[config.mk]
export PLATFORM = sky130hd
export DESIGN_NAME = uart_rx_fc
export DESIGN_NICKNAME = d
export VERILOG_FILES = /design/src/rtl/uart_rx_pkg.sv /design/src/rtl/uart_baud_gen.sv /design/src/rtl/uart_rx_frame.sv /design/src/rtl/uart_rx_regs.sv /design/src/rtl/uart_rx_fc.sv
export SDC_FILE = /design/constraint.sdc
export NUM_CORES = 1
export LEC_CHECK = 0
export ABC_AREA = 1
export BUFFER_PORTS_ARGS = -buffer_cell sky130_fd_sc_hd__buf_2
export CAP_MARGIN = 40
export CORE_UTILIZATION = 47
export CTS_CLUSTER_DIAMETER = 100
export DETAILED_ROUTE_END_ITERATION = 7
export PLACE_DENSITY = 0.78
export SLEW_MARGIN = 0
export SYNTH_ARGS = -nofsm -noshare
export SYNTH_HDL_FRONTEND = slang
export SYNTH_SLANG_ARGS = --single-unit
export TNS_END_PERCENT = 10
[constraint.sdc]
create_clock -name clk_i -period 1.3 [get_ports clk_i]
set_input_delay 0.26 -clock clk_i [delete_from_list [all_inputs] [get_ports clk_i]]
set_output_delay 0.26 -clock clk_i [all_outputs]
set_load 0.05 [all_outputs]
[src/rtl/uart_rx_pkg.sv]
package uart_rx_pkg;
  typedef enum logic [2:0] {S_IDLE, S_START, S_DATA, S_PAR, S_STOP} rx_state_e;

  localparam logic [1:0] A_CTRL = 2'd0;
  localparam logic [1:0] A_STAT = 2'd1;
  localparam logic [1:0] A_DLO  = 2'd2;
  localparam logic [1:0] A_DHI  = 2'd3;

  localparam int unsigned MAX_BITS = 9;

  typedef struct packed {
    logic [MAX_BITS-1:0] data;
    logic                perr;
    logic                ferr;
  } rx_frame_t;

  function automatic logic [3:0] len_bits(input logic [1:0] sel);
    case (sel)
      2'b01:   return 4'd7;
      2'b10:   return 4'd9;
      default: return 4'd8;
    endcase
  endfunction
endpackage

[src/rtl/uart_baud_gen.sv]
module uart_baud_gen #(
  parameter int unsigned DIV = 4
) (
  input  logic clk_i,
  input  logic rst_ni,
  input  logic en_i,
  output logic tick_o
);
  localparam int unsigned CW = (DIV > 1) ? $clog2(DIV) : 1;
  localparam logic [CW-1:0] LAST = CW'(DIV - 1);

  logic [CW-1:0] cnt_q;

  always_ff @(posedge clk_i or negedge rst_ni) begin
    if (!rst_ni) begin
      cnt_q  <= '0;
      tick_o <= 1'b0;
    end else if (!en_i) begin
      cnt_q  <= '0;
      tick_o <= 1'b0;
    end else begin
      tick_o <= (cnt_q == LAST);
      cnt_q  <= (cnt_q == LAST) ? '0 : cnt_q + 1'b1;
    end
  end
endmodule

[src/rtl/uart_rx_frame.sv]
module uart_rx_frame
  import uart_rx_pkg::*;
(
  input  logic      clk_i,
  input  logic      rst_ni,
  input  logic      en_i,
  input  logic      tick_i,
  input  logic      rx_i,
  input  logic [3:0] nbits_i,
  input  logic      par_en_i,
  input  logic      par_odd_i,
  output logic      done_o,
  output rx_frame_t frame_o
);
  localparam logic [3:0] OS_MID  = 4'd7;
  localparam logic [3:0] OS_LAST = 4'd15;

  rx_state_e            state_q;
  logic [3:0]           os_q;
  logic [3:0]           idx_q;
  logic [MAX_BITS-1:0]  sh_q;
  logic                 perr_q, ferr_q;

  always_ff @(posedge clk_i or negedge rst_ni) begin
    if (!rst_ni) begin
      state_q <= S_IDLE;
      os_q    <= '0;
      idx_q   <= '0;
      sh_q    <= '0;
      perr_q  <= 1'b0;
      ferr_q  <= 1'b0;
      done_o  <= 1'b0;
    end else if (!en_i) begin
      state_q <= S_IDLE;
      os_q    <= '0;
      done_o  <= 1'b0;
    end else begin
      done_o <= 1'b0;
      if (tick_i) begin
        case (state_q)
          S_IDLE: if (!rx_i) begin
            state_q <= S_START;
            os_q    <= '0;
          end
          S_START: begin
            if (os_q == OS_MID) begin
              os_q <= '0;
              if (rx_i) state_q <= S_IDLE;  // noise: line back high at mid-bit
              else begin
                state_q <= S_DATA;
                idx_q   <= '0;
                sh_q    <= '0;
                perr_q  <= 1'b0;
              end
            end else os_q <= os_q + 1'b1;
          end
          S_DATA: begin
            if (os_q == OS_LAST) begin
              os_q        <= '0;
              sh_q[idx_q] <= rx_i;
              idx_q       <= idx_q + 1'b1;
              if (idx_q == nbits_i - 4'd1) state_q <= par_en_i ? S_PAR : S_STOP;
            end else os_q <= os_q + 1'b1;
          end
          S_PAR: begin
            if (os_q == OS_LAST) begin
              os_q    <= '0;
              perr_q  <= rx_i ^ (^sh_q) ^ par_odd_i;
              state_q <= S_STOP;
            end else os_q <= os_q + 1'b1;
          end
          S_STOP: begin
            if (os_q == OS_LAST) begin
              os_q    <= '0;
              ferr_q  <= ~rx_i;
              done_o  <= 1'b1;
              state_q <= S_IDLE;
            end else os_q <= os_q + 1'b1;
          end
          default: state_q <= S_IDLE;
        endcase
      end
    end
  end

  assign frame_o = '{data: sh_q, perr: perr_q, ferr: ferr_q};

  p_idle_when_off_r11: assert property (@(posedge clk_i) disable iff (!rst_ni)
    !en_i |=> (state_q == S_IDLE && !done_o));
  p_done_single_r7: assert property (@(posedge clk_i) disable iff (!rst_ni)
    done_o |=> !done_o);
endmodule

[src/rtl/uart_rx_regs.sv]
module uart_rx_regs
  import uart_rx_pkg::*;
(
  input  logic       clk_i,
  input  logic       rst_ni,
  input  logic [1:0] reg_addr_i,
  input  logic       reg_wr_i,
  input  logic       reg_rd_i,
  input  logic [5:0] reg_wdata_i,
  output logic [7:0] reg_rdata_o,
  input  logic       done_i,
  input  rx_frame_t  frame_i,
  output logic       rx_en_o,
  output logic [3:0] nbits_o,
  output logic       par_en_o,
  output logic       par_odd_o,
  output logic       rxi_o,
  output logic       eri_o,
  output logic       rts_no
);
  logic [5:0]          ctrl_q;
  logic                ovr_q, per_q, fer_q, full_q;
  logic [MAX_BITS-1:0] data_q;
  logic                ovr_d, per_d, fer_d, full_d, rxi_d, eri_d;
  logic [MAX_BITS-1:0] data_d;
  logic                int_en, consume, wr_stat, frame_err;

  assign rx_en_o   = ctrl_q[0];
  assign int_en    = ctrl_q[1];
  assign nbits_o   = len_bits(ctrl_q[3:2]);
  assign par_en_o  = ctrl_q[4];
  assign par_odd_o = ctrl_q[5];

  assign consume   = reg_rd_i && (reg_addr_i == A_DLO);
  assign wr_stat   = reg_wr_i && (reg_addr_i == A_STAT);
  assign frame_err = frame_i.perr | frame_i.ferr;

  always_comb begin
    ovr_d  = ovr_q & ~(wr_stat & ~reg_wdata_i[0]);
    per_d  = per_q & ~(wr_stat & ~reg_wdata_i[1]);
    fer_d  = fer_q & ~(wr_stat & ~reg_wdata_i[2]);
    full_d = full_q & ~consume;
    data_d = data_q;
    rxi_d  = 1'b0;
    eri_d  = 1'b0;
    if (done_i) begin
      if (full_d) begin
        ovr_d = 1'b1;  // keep unread word
        eri_d = int_en;
      end else begin
        data_d = frame_i.data;
        full_d = 1'b1;
        per_d  = per_d | frame_i.perr;
        fer_d  = fer_d | frame_i.ferr;
        rxi_d  = ~frame_err;
        eri_d  = frame_err & int_en;
      end
    end
  end

  always_ff @(posedge clk_i or negedge rst_ni) begin
    if (!rst_ni) begin
      ctrl_q <= '0;
      ovr_q  <= 1'b0;
      per_q  <= 1'b0;
      fer_q  <= 1'b0;
      full_q <= 1'b0;
      data_q <= '0;
      rxi_o  <= 1'b0;
      eri_o  <= 1'b0;
    end else begin
      if (reg_wr_i && reg_addr_i == A_CTRL) ctrl_q <= reg_wdata_i;
      ovr_q  <= ovr_d;
      per_q  <= per_d;
      fer_q  <= fer_d;
      full_q <= full_d;
      data_q <= data_d;
      rxi_o  <= rxi_d;
      eri_o  <= eri_d;
    end
  end

  assign rts_no = ~(rx_en_o & ~full_q);

  always_comb begin
    case (reg_addr_i)
      A_CTRL:  reg_rdata_o = {2'b00, ctrl_q};
      A_STAT:  reg_rdata_o = {5'b0, fer_q, per_q, ovr_q};
      A_DLO:   reg_rdata_o = data_q[7:0];
      default: reg_rdata_o = {7'b0, data_q[8]};
    endcase
  end

  p_ovr_keeps_word_r6: assert property (@(posedge clk_i) disable iff (!rst_ni)
    (done_i && full_q && !consume) |=> ($stable(data_q) && ovr_q && !rxi_o));
  p_hi_read_no_consume_r9: assert property (@(posedge clk_i) disable iff (!rst_ni)
    (reg_rd_i && reg_addr_i == A_DHI && full_q) |=> full_q);
  p_flag_sticky_r10: assert property (@(posedge clk_i) disable iff (!rst_ni)
    ((fer_q || per_q) && !reg_wr_i) |=> ($past(fer_q) -> fer_q) && ($past(per_q) -> per_q));
  p_eri_gated_r8: assert property (@(posedge clk_i) disable iff (!rst_ni)
    eri_o |-> $past(int_en));
  p_rts_after_store_r12: assert property (@(posedge clk_i) disable iff (!rst_ni)
    (done_i && !full_q) |=> rts_no);
endmodule

[src/rtl/uart_rx_fc.sv]
module uart_rx_fc
  import uart_rx_pkg::*;
#(
  parameter int unsigned OVS_DIV = 4
) (
  input  logic       clk_i,
  input  logic       rst_ni,
  input  logic       rx_i,
  input  logic [1:0] reg_addr_i,
  input  logic       reg_wr_i,
  input  logic       reg_rd_i,
  input  logic [5:0] reg_wdata_i,
  output logic [7:0] reg_rdata_o,
  output logic       rxi_o,
  output logic       eri_o,
  output logic       rts_no
);
  logic [1:0] rx_sync_q;
  logic       tick, done, rx_en, par_en, par_odd;
  logic [3:0] nbits;
  rx_frame_t  frame;

  always_ff @(posedge clk_i or negedge rst_ni) begin
    if (!rst_ni) rx_sync_q <= 2'b11;
    else         rx_sync_q <= {rx_sync_q[0], rx_i};
  end

  uart_baud_gen #(.DIV(OVS_DIV)) i_baud (
    .clk_i (clk_i),
    .rst_ni(rst_ni),
    .en_i  (rx_en),
    .tick_o(tick)
  );

  uart_rx_frame i_frame (
    .clk_i    (clk_i),
    .rst_ni   (rst_ni),
    .en_i     (rx_en),
    .tick_i   (tick),
    .rx_i     (rx_sync_q[1]),
    .nbits_i  (nbits),
    .par_en_i (par_en),
    .par_odd_i(par_odd),
    .done_o   (done),
    .frame_o  (frame)
  );

  uart_rx_regs i_regs (
    .clk_i      (clk_i),
    .rst_ni     (rst_ni),
    .reg_addr_i (reg_addr_i),
    .reg_wr_i   (reg_wr_i),
    .reg_rd_i   (reg_rd_i),
    .reg_wdata_i(reg_wdata_i),
    .reg_rdata_o(reg_rdata_o),
    .done_i     (done),
    .frame_i    (frame),
    .rx_en_o    (rx_en),
    .nbits_o    (nbits),
    .par_en_o   (par_en),
    .par_odd_o  (par_odd),
    .rxi_o      (rxi_o),
    .eri_o      (eri_o),
    .rts_no     (rts_no)
  );
endmodule

After elaboration in Yosys (flattened, before gate mapping)
Index checks and enable logic that the tools add are counted.
- input port bits: 13
- register bits: 49
- logic and storage cells: 141
- output and inout bits: 11
- $lt $le $gt $ge: 2
- mux-type cells: 51
- bitwise gates (word level): 26
- equality and inequality tests: 24
- reduce and logical (&&, ||, !) cells: 16
- $add $sub $neg: 4
- operators by type and width (cell ; number):
    4-bit 2-to-1 mux ; 7
    3-bit 2-to-1 mux ; 9
    9-bit 2-to-1 mux ; 3
    8-bit one-hot mux with 3 select lines ; 1
    1-bit 2-to-1 mux ; 20
    9-bit one-hot mux with 2 select lines ; 1
    4-bit one-hot mux with 2 select lines ; 2
    3-bit by 2-bit != test with 1-bit output (second input constant) ; 5
    3-bit one-hot mux with 5 select lines ; 1
    1-bit NOT ; 12
    4-bit one-hot mux with 3 select lines ; 1
    6-bit AND reduction ; 2
    1-bit AND ; 9
    9-bit bitwise mux ; 1
    9-bit parity ; 1
    4-bit by 1-bit adder with 4-bit output (second input constant) ; 2
    2-bit by 1-bit != test with 1-bit output (second input constant) ; 4
    7-bit AND reduction ; 1
    2-bit == test (second input constant) ; 3
    3-bit by 2-bit == test with 1-bit output (second input constant) ; 2
    2-bit 2-to-1 mux ; 3
    4-bit by 5-bit < comparator with 1-bit output (second input constant) ; 1
    1-bit demux with 4-bit select ; 1
    2-bit by 1-bit == test with 1-bit output (second input constant) ; 2
    other kinds (22) ; 29

Depth between registers and ports, before layout
- depth after elaboration: 9
- gate-level depth with buffers: 12
- mapped depth without buffers: 12

By module
A second synthesis with hierarchy kept.
- cells, all modules: 372
- area, all modules: 2836.5 µm²
- modules (own cells, without submodules) (module ; sequential area each (µm²) ; times used ; cells each ; area an instance (µm²)):
    uart_rx_frame ; 575.6 ; 1 ; 237 ; 1640.3
    uart_rx_regs ; 525.5 ; 1 ; 123 ; 1031.0
    uart_baud_gen ; 75.1 ; 1 ; 10 ; 112.6
    uart_rx_fc ; 52.6 ; 1 ; 2 ; 52.6

Least setup slack after synthesis
Ideal clock, no wire load.
- path kind: input port to output port
- from: in reg_addr_i[0]
- to: out reg_rdata_o[4]
- cell stages on the path: 3
- path slack: -0.594 ns
- required time: 1.040 ns
- buffers on the path: 0
- arrival time: 1.634 ns
- path through: nor2_1 -> inv_1 -> o21ai_0
- word-level cells in the longest chain between the ends: 2
- elaborated cells on any way between the ends: 4
- classes of those cells: eq/ne: 2; mux: 1; reduce/logical: 1
- RTL lines (element ; line ; text):
    from (decl) ; uart_rx_fc.sv:9 ; input logic [1:0] reg_addr_i,
    2-bit == test, or another cell as far along ; uart_rx_regs.sv:86 ; case (reg_addr_i)
    8-bit one-hot mux with 3 select lines * ; uart_rx_regs.sv:86 ;
    to (decl) ; uart_rx_fc.sv:13 ; output logic [7:0] reg_rdata_o,
Every way passes the cells marked *; elsewhere a longest branch is shown, timed or not.

Worst setup path after layout
- from: reg i_frame.os_q[1]
- to: reg i_frame.sh_q[5]
- word-level cells in the longest chain between the ends: 3
- elaborated cells on any way between the ends: 5
- classes of those cells: eq/ne: 4; reduce/logical: 1
- RTL lines (element ; line ; text):
    from (decl) ; uart_rx_frame.sv:19 ; logic [3:0] os_q;
    from (signal assigned) ; uart_rx_frame.sv:55 ; end else os_q <= os_q + 1'b1;
    from (signal assigned) ; uart_rx_frame.sv:63 ; end else os_q <= os_q + 1'b1;
    from (signal assigned) ; uart_rx_frame.sv:70 ; end else os_q <= os_q + 1'b1;
    4-bit == test or 4-bit by 3-bit == test with 1-bit output (tied branches) ; uart_rx_frame.sv:58, uart_rx_frame.sv:46 ;
    2-bit by 1-bit != test with 1-bit output (no source line) ; n/a ;
    6-bit AND reduction (no source line) * ; n/a ;
    to (signal, indexed assignment) ; uart_rx_frame.sv:60 ; sh_q[idx_q] <= rx_i;
    to (decl) ; uart_rx_frame.sv:21 ; logic [MAX_BITS-1:0] sh_q;
Marks and branches as above.
A chain may end at the register's enable or synchronous reset.

==> results.yml <==
status:
  status: "finished with violations"
  violations: "negative setup slack"
pwr:
  ir_drop_v: 0.000654
  p_leak_nw: 1.77
  power_density_nw_per_um2: 990
hold_path:
  worstHoldPathCells: 1
  hp-class: "in -> reg"
yosys:
  syn-cell-area_um2: 2670
  ys_warn_count: 0
  synthCells: 339
  synth.distinct_cells: 33
  seq_area_frac_synth_pct: 46.1
  synth_nets: 360
  synth_top_area_share_pct: 44.1
  ys_top_cells_by_area: "dfrtp_1 (44%), nand2_1 (12%), inv_1 (5.9%)"
  ys_seq_elements: 49
  yosysTopAreaCell: "dfrtp_1"
  syn_area_per_cell_um2: 7.87
critical_path:
  worstSetupPathDepth: 10
  reg2reg_to: "i_frame.sh_q[5]"
  crit_arrival_ns: 1.81
  critPathMaxStageDelay_ns: 0.37
  cp-start-kind: "flop"
  cp_num_buf_inv: 3
  worst-r2r-setup-slack_ns: -0.27
  r2r_cells: 10
  worstPathRequired_ns: 1.55
  cp_max_fo: 6
  r2r-start: "i_frame.os_q[1]"
  cp-end-kind: "flop"
  crit_slowest_cell: "dfrtp_1"
  critPathKind: "reg -> reg"
  crit_path_end: "i_frame.sh_q[5]"
  crit_chain: "ha_2 > nand2_2 > inv_2 > nand2_4 > o21ai_4 > nand3_4 > inv_4 > clkbuf_16 > nand4_1 > nand2_1"
  startpoint: "i_frame.os_q[1]"
  worst_path_dominant_cell_family: "simple AND/OR/NAND/NOR gates"
route:
  drtIter0Drc: 158
  viasPerCell: 5.12
  wl_per_cell_um: 13.2
  ant_nets: 0
  totalWireLength_mm: 6.32
  vias: 2456
  first_pass_iters: 4
  drcViolationCount: 0
die:
  io_pins: 24
  dieArea_um2: 5980
  coreArea_um2: 5470
  fp-row-count: 27
  die_w_um: 77.3
  start_util_pct: 48.7
  die_h_um: 77.3
placement:
  post-place-ws_ns: -0.265
  gp_congestion: 0.905
  dpl_cell_area_um2: 3200
  place_inst: 468
  place_hpwl_mm: 4.47
  io_buffers: 23
clock_tree:
  cts_max_level: 2
  clk_path_buf_depth: 2
  clkSlewWorstSetupHoldPaths_ns: 0.10
  clock_latency_ns: 0.30
  cts_tree: "built"
  cts.sinks: 49
  root_buffer: "clkbuf_8"
  cts-buffers-inserted: 5
layout:
  finalNonFillerCells: 480
  drive_gt1_share_pct: 33.6
  antenna_cells: 0
  nNetsFinal: 428
  fillers: 443
  fin_util_pct: 64.9
  stdcell_area_um2: 3550
  syn_to_final_growth_pct: 33.2
sta:
  grt_setup_unrepaired: "yes"
  worst_pin_slew_ns: 0.332
  fmax_mhz: 639
  setup_viol: 28
  final_hold_viol_count: 0
  slew_headroom_pct: 77.9
  post-route-period-util_pct: 120
  setup_ws_ns: -0.265
  skew_ns: 0.0113
  fin_crit_ns: 1.57
  drv_slew: 0
global_route:
  grt_pass1_wl_mm: 10.2
  grt_pass1_vias: 2288
  antenna_found_initial: 0
  grt_start_max_net_pins: 19
  track_usage_pct: 21.3
  overflow: 0
flow_run:
  maxCapViolCount: 0
## state kept, by name (all words and copies together) (netlist names)
name	count
i_frame.sh_q	9
i_frame.state_q	3
i_regs.fer_q	1
i_baud.tick_o	1
i_frame.done_o	1
rx_sync_q	2
i_regs.full_q	1
i_regs.rxi_o	1
i_frame.idx_q	4
i_frame.os_q	4
i_baud.cnt_q	2
i_regs.per_q	1
i_regs.ovr_q	1
i_frame.ferr_q	1
i_regs.eri_o	1
i_frame.perr_q	1
i_regs.ctrl_q	6
i_regs.data_q	9
## cell usage after synthesis, drive strengths merged
| master | instances |
|---|---|
| a22o | 2 |
| buf | 7 |
| nand3 | 21 |
| a311oi | 1 |
| nor3 | 4 |
| a21oi | 10 |
| inv | 46 |
| clkbuf | 2 |
| o22ai | 1 |
| nand2 | 88 |
| xnor2 | 4 |
| o2111ai | 1 |
| ha | 8 |
| or2 | 1 |
| dfstp | 2 |
| o211ai | 3 |
| xor2 | 4 |
| o21ai | 32 |
| a211oi | 1 |
| mux2 | 3 |
| o31ai | 2 |
| dfrtp | 47 |
| nor2 | 40 |
| nand4 | 9 |
## cell usage in the layout (no fill, tap or decap), drive strengths merged, types with 2 or more instances in the layout
cell    instances
nand3          21
o21ai          32
nor2           40
a21oi          10
nand2          88
nand4           9
xor2            4
a22o            2
nor3            4
o211ai          3
o31ai           2
buf            68
xnor2           4
dfrtp          47
inv            48
dfstp           2
mux2            3
ha              8
clkbuf          6
## cell families (layout without fill, tap and decap cells)
kind of cell / after synthesis / after routing / synth area share (%)
compound gates: 53 / 53 / 11.9
xor+xnor: 8 / 8 / 2.63
fa+ha+maj: 8 / 8 / 3.75
buf+inv: 55 / 124 / 8.63
flops: 49 / 49 / 46.1
mux: 3 / 3 / 1.41
simple gates: 163 / 163 / 25.6
## per-layer routing
metal	routed length (µm)	GRT usage, %	up-vias
met5	0	0	-
met4	63	5.85	0
met3	188	2.82	6
met2	3180	36.9	54
met1	2890	27.9	1158
li1	-	-	1238
## worst min path at each step
| stage | endpoint | from | slack [ns] |
|---|---|---|---|
| 2_1_floorplan | i_baud.cnt_q[0] | rst_ni | -0.04 |
| 3_3_place_gp | i_regs.data_q[8] | rst_ni | 0.17 |
| 3_5_place_dp | i_regs.data_q[8] | rst_ni | 0.17 |
| 4_1_cts | rx_sync_q[0] | rx_i | 0.03 |
| 5_1_grt | rx_sync_q[0] | rx_i | 0.03 |
| 6_report | rx_sync_q[0] | rx_i | 0.04 |
## area by class of cell
cell class | count | area, µm² | share of cell area (%)
Tap cell | 72 | 90.1 | 2.54
Timing Repair Buffer | 70 | 594 | 16.7
Sequential cell | 49 | 1230 | 34.7
Clock inverter | 3 | 25.0 | 0.704
Inverter | 46 | 175 | 4.93
Clock buffer | 5 | 68.8 | 1.94
Multi-Input combinational cell | 235 | 1370 | 38.5
## report_power, final
group / total [mW] / switching (mW) / internal (mW)
clock network: 0.939 / 0.546 / 0.393
logic: 0.896 / 0.509 / 0.387
registers: 1.68 / 0.0717 / 1.61
## through the flow
step | total power [mW] | hold WS (ns) | setup TNS (ns)
finish | 3.52 | 0.0392 | -5.14
global route | 3.67 | 0.0281 | -7.46
CTS | 3.42 | 0.0323 | -4.36
detailed placement | 2.42 | 0.174 | -5.35
global placement | 2.40 | 0.172 | -3.20
floorplan | 2.09 | -0.0356 | -1.63
## timing repair
item                       in CTS  in global routing
setup endpoints to repair      30                 31
hold buffers                    1                  0
gates cloned                    0                  1
setup buffers                   1                  1
gates resized for setup        35                 37
hold endpoints to repair       10                  0
pin swaps                       7                 11
(Power assumes the default switching activity.)
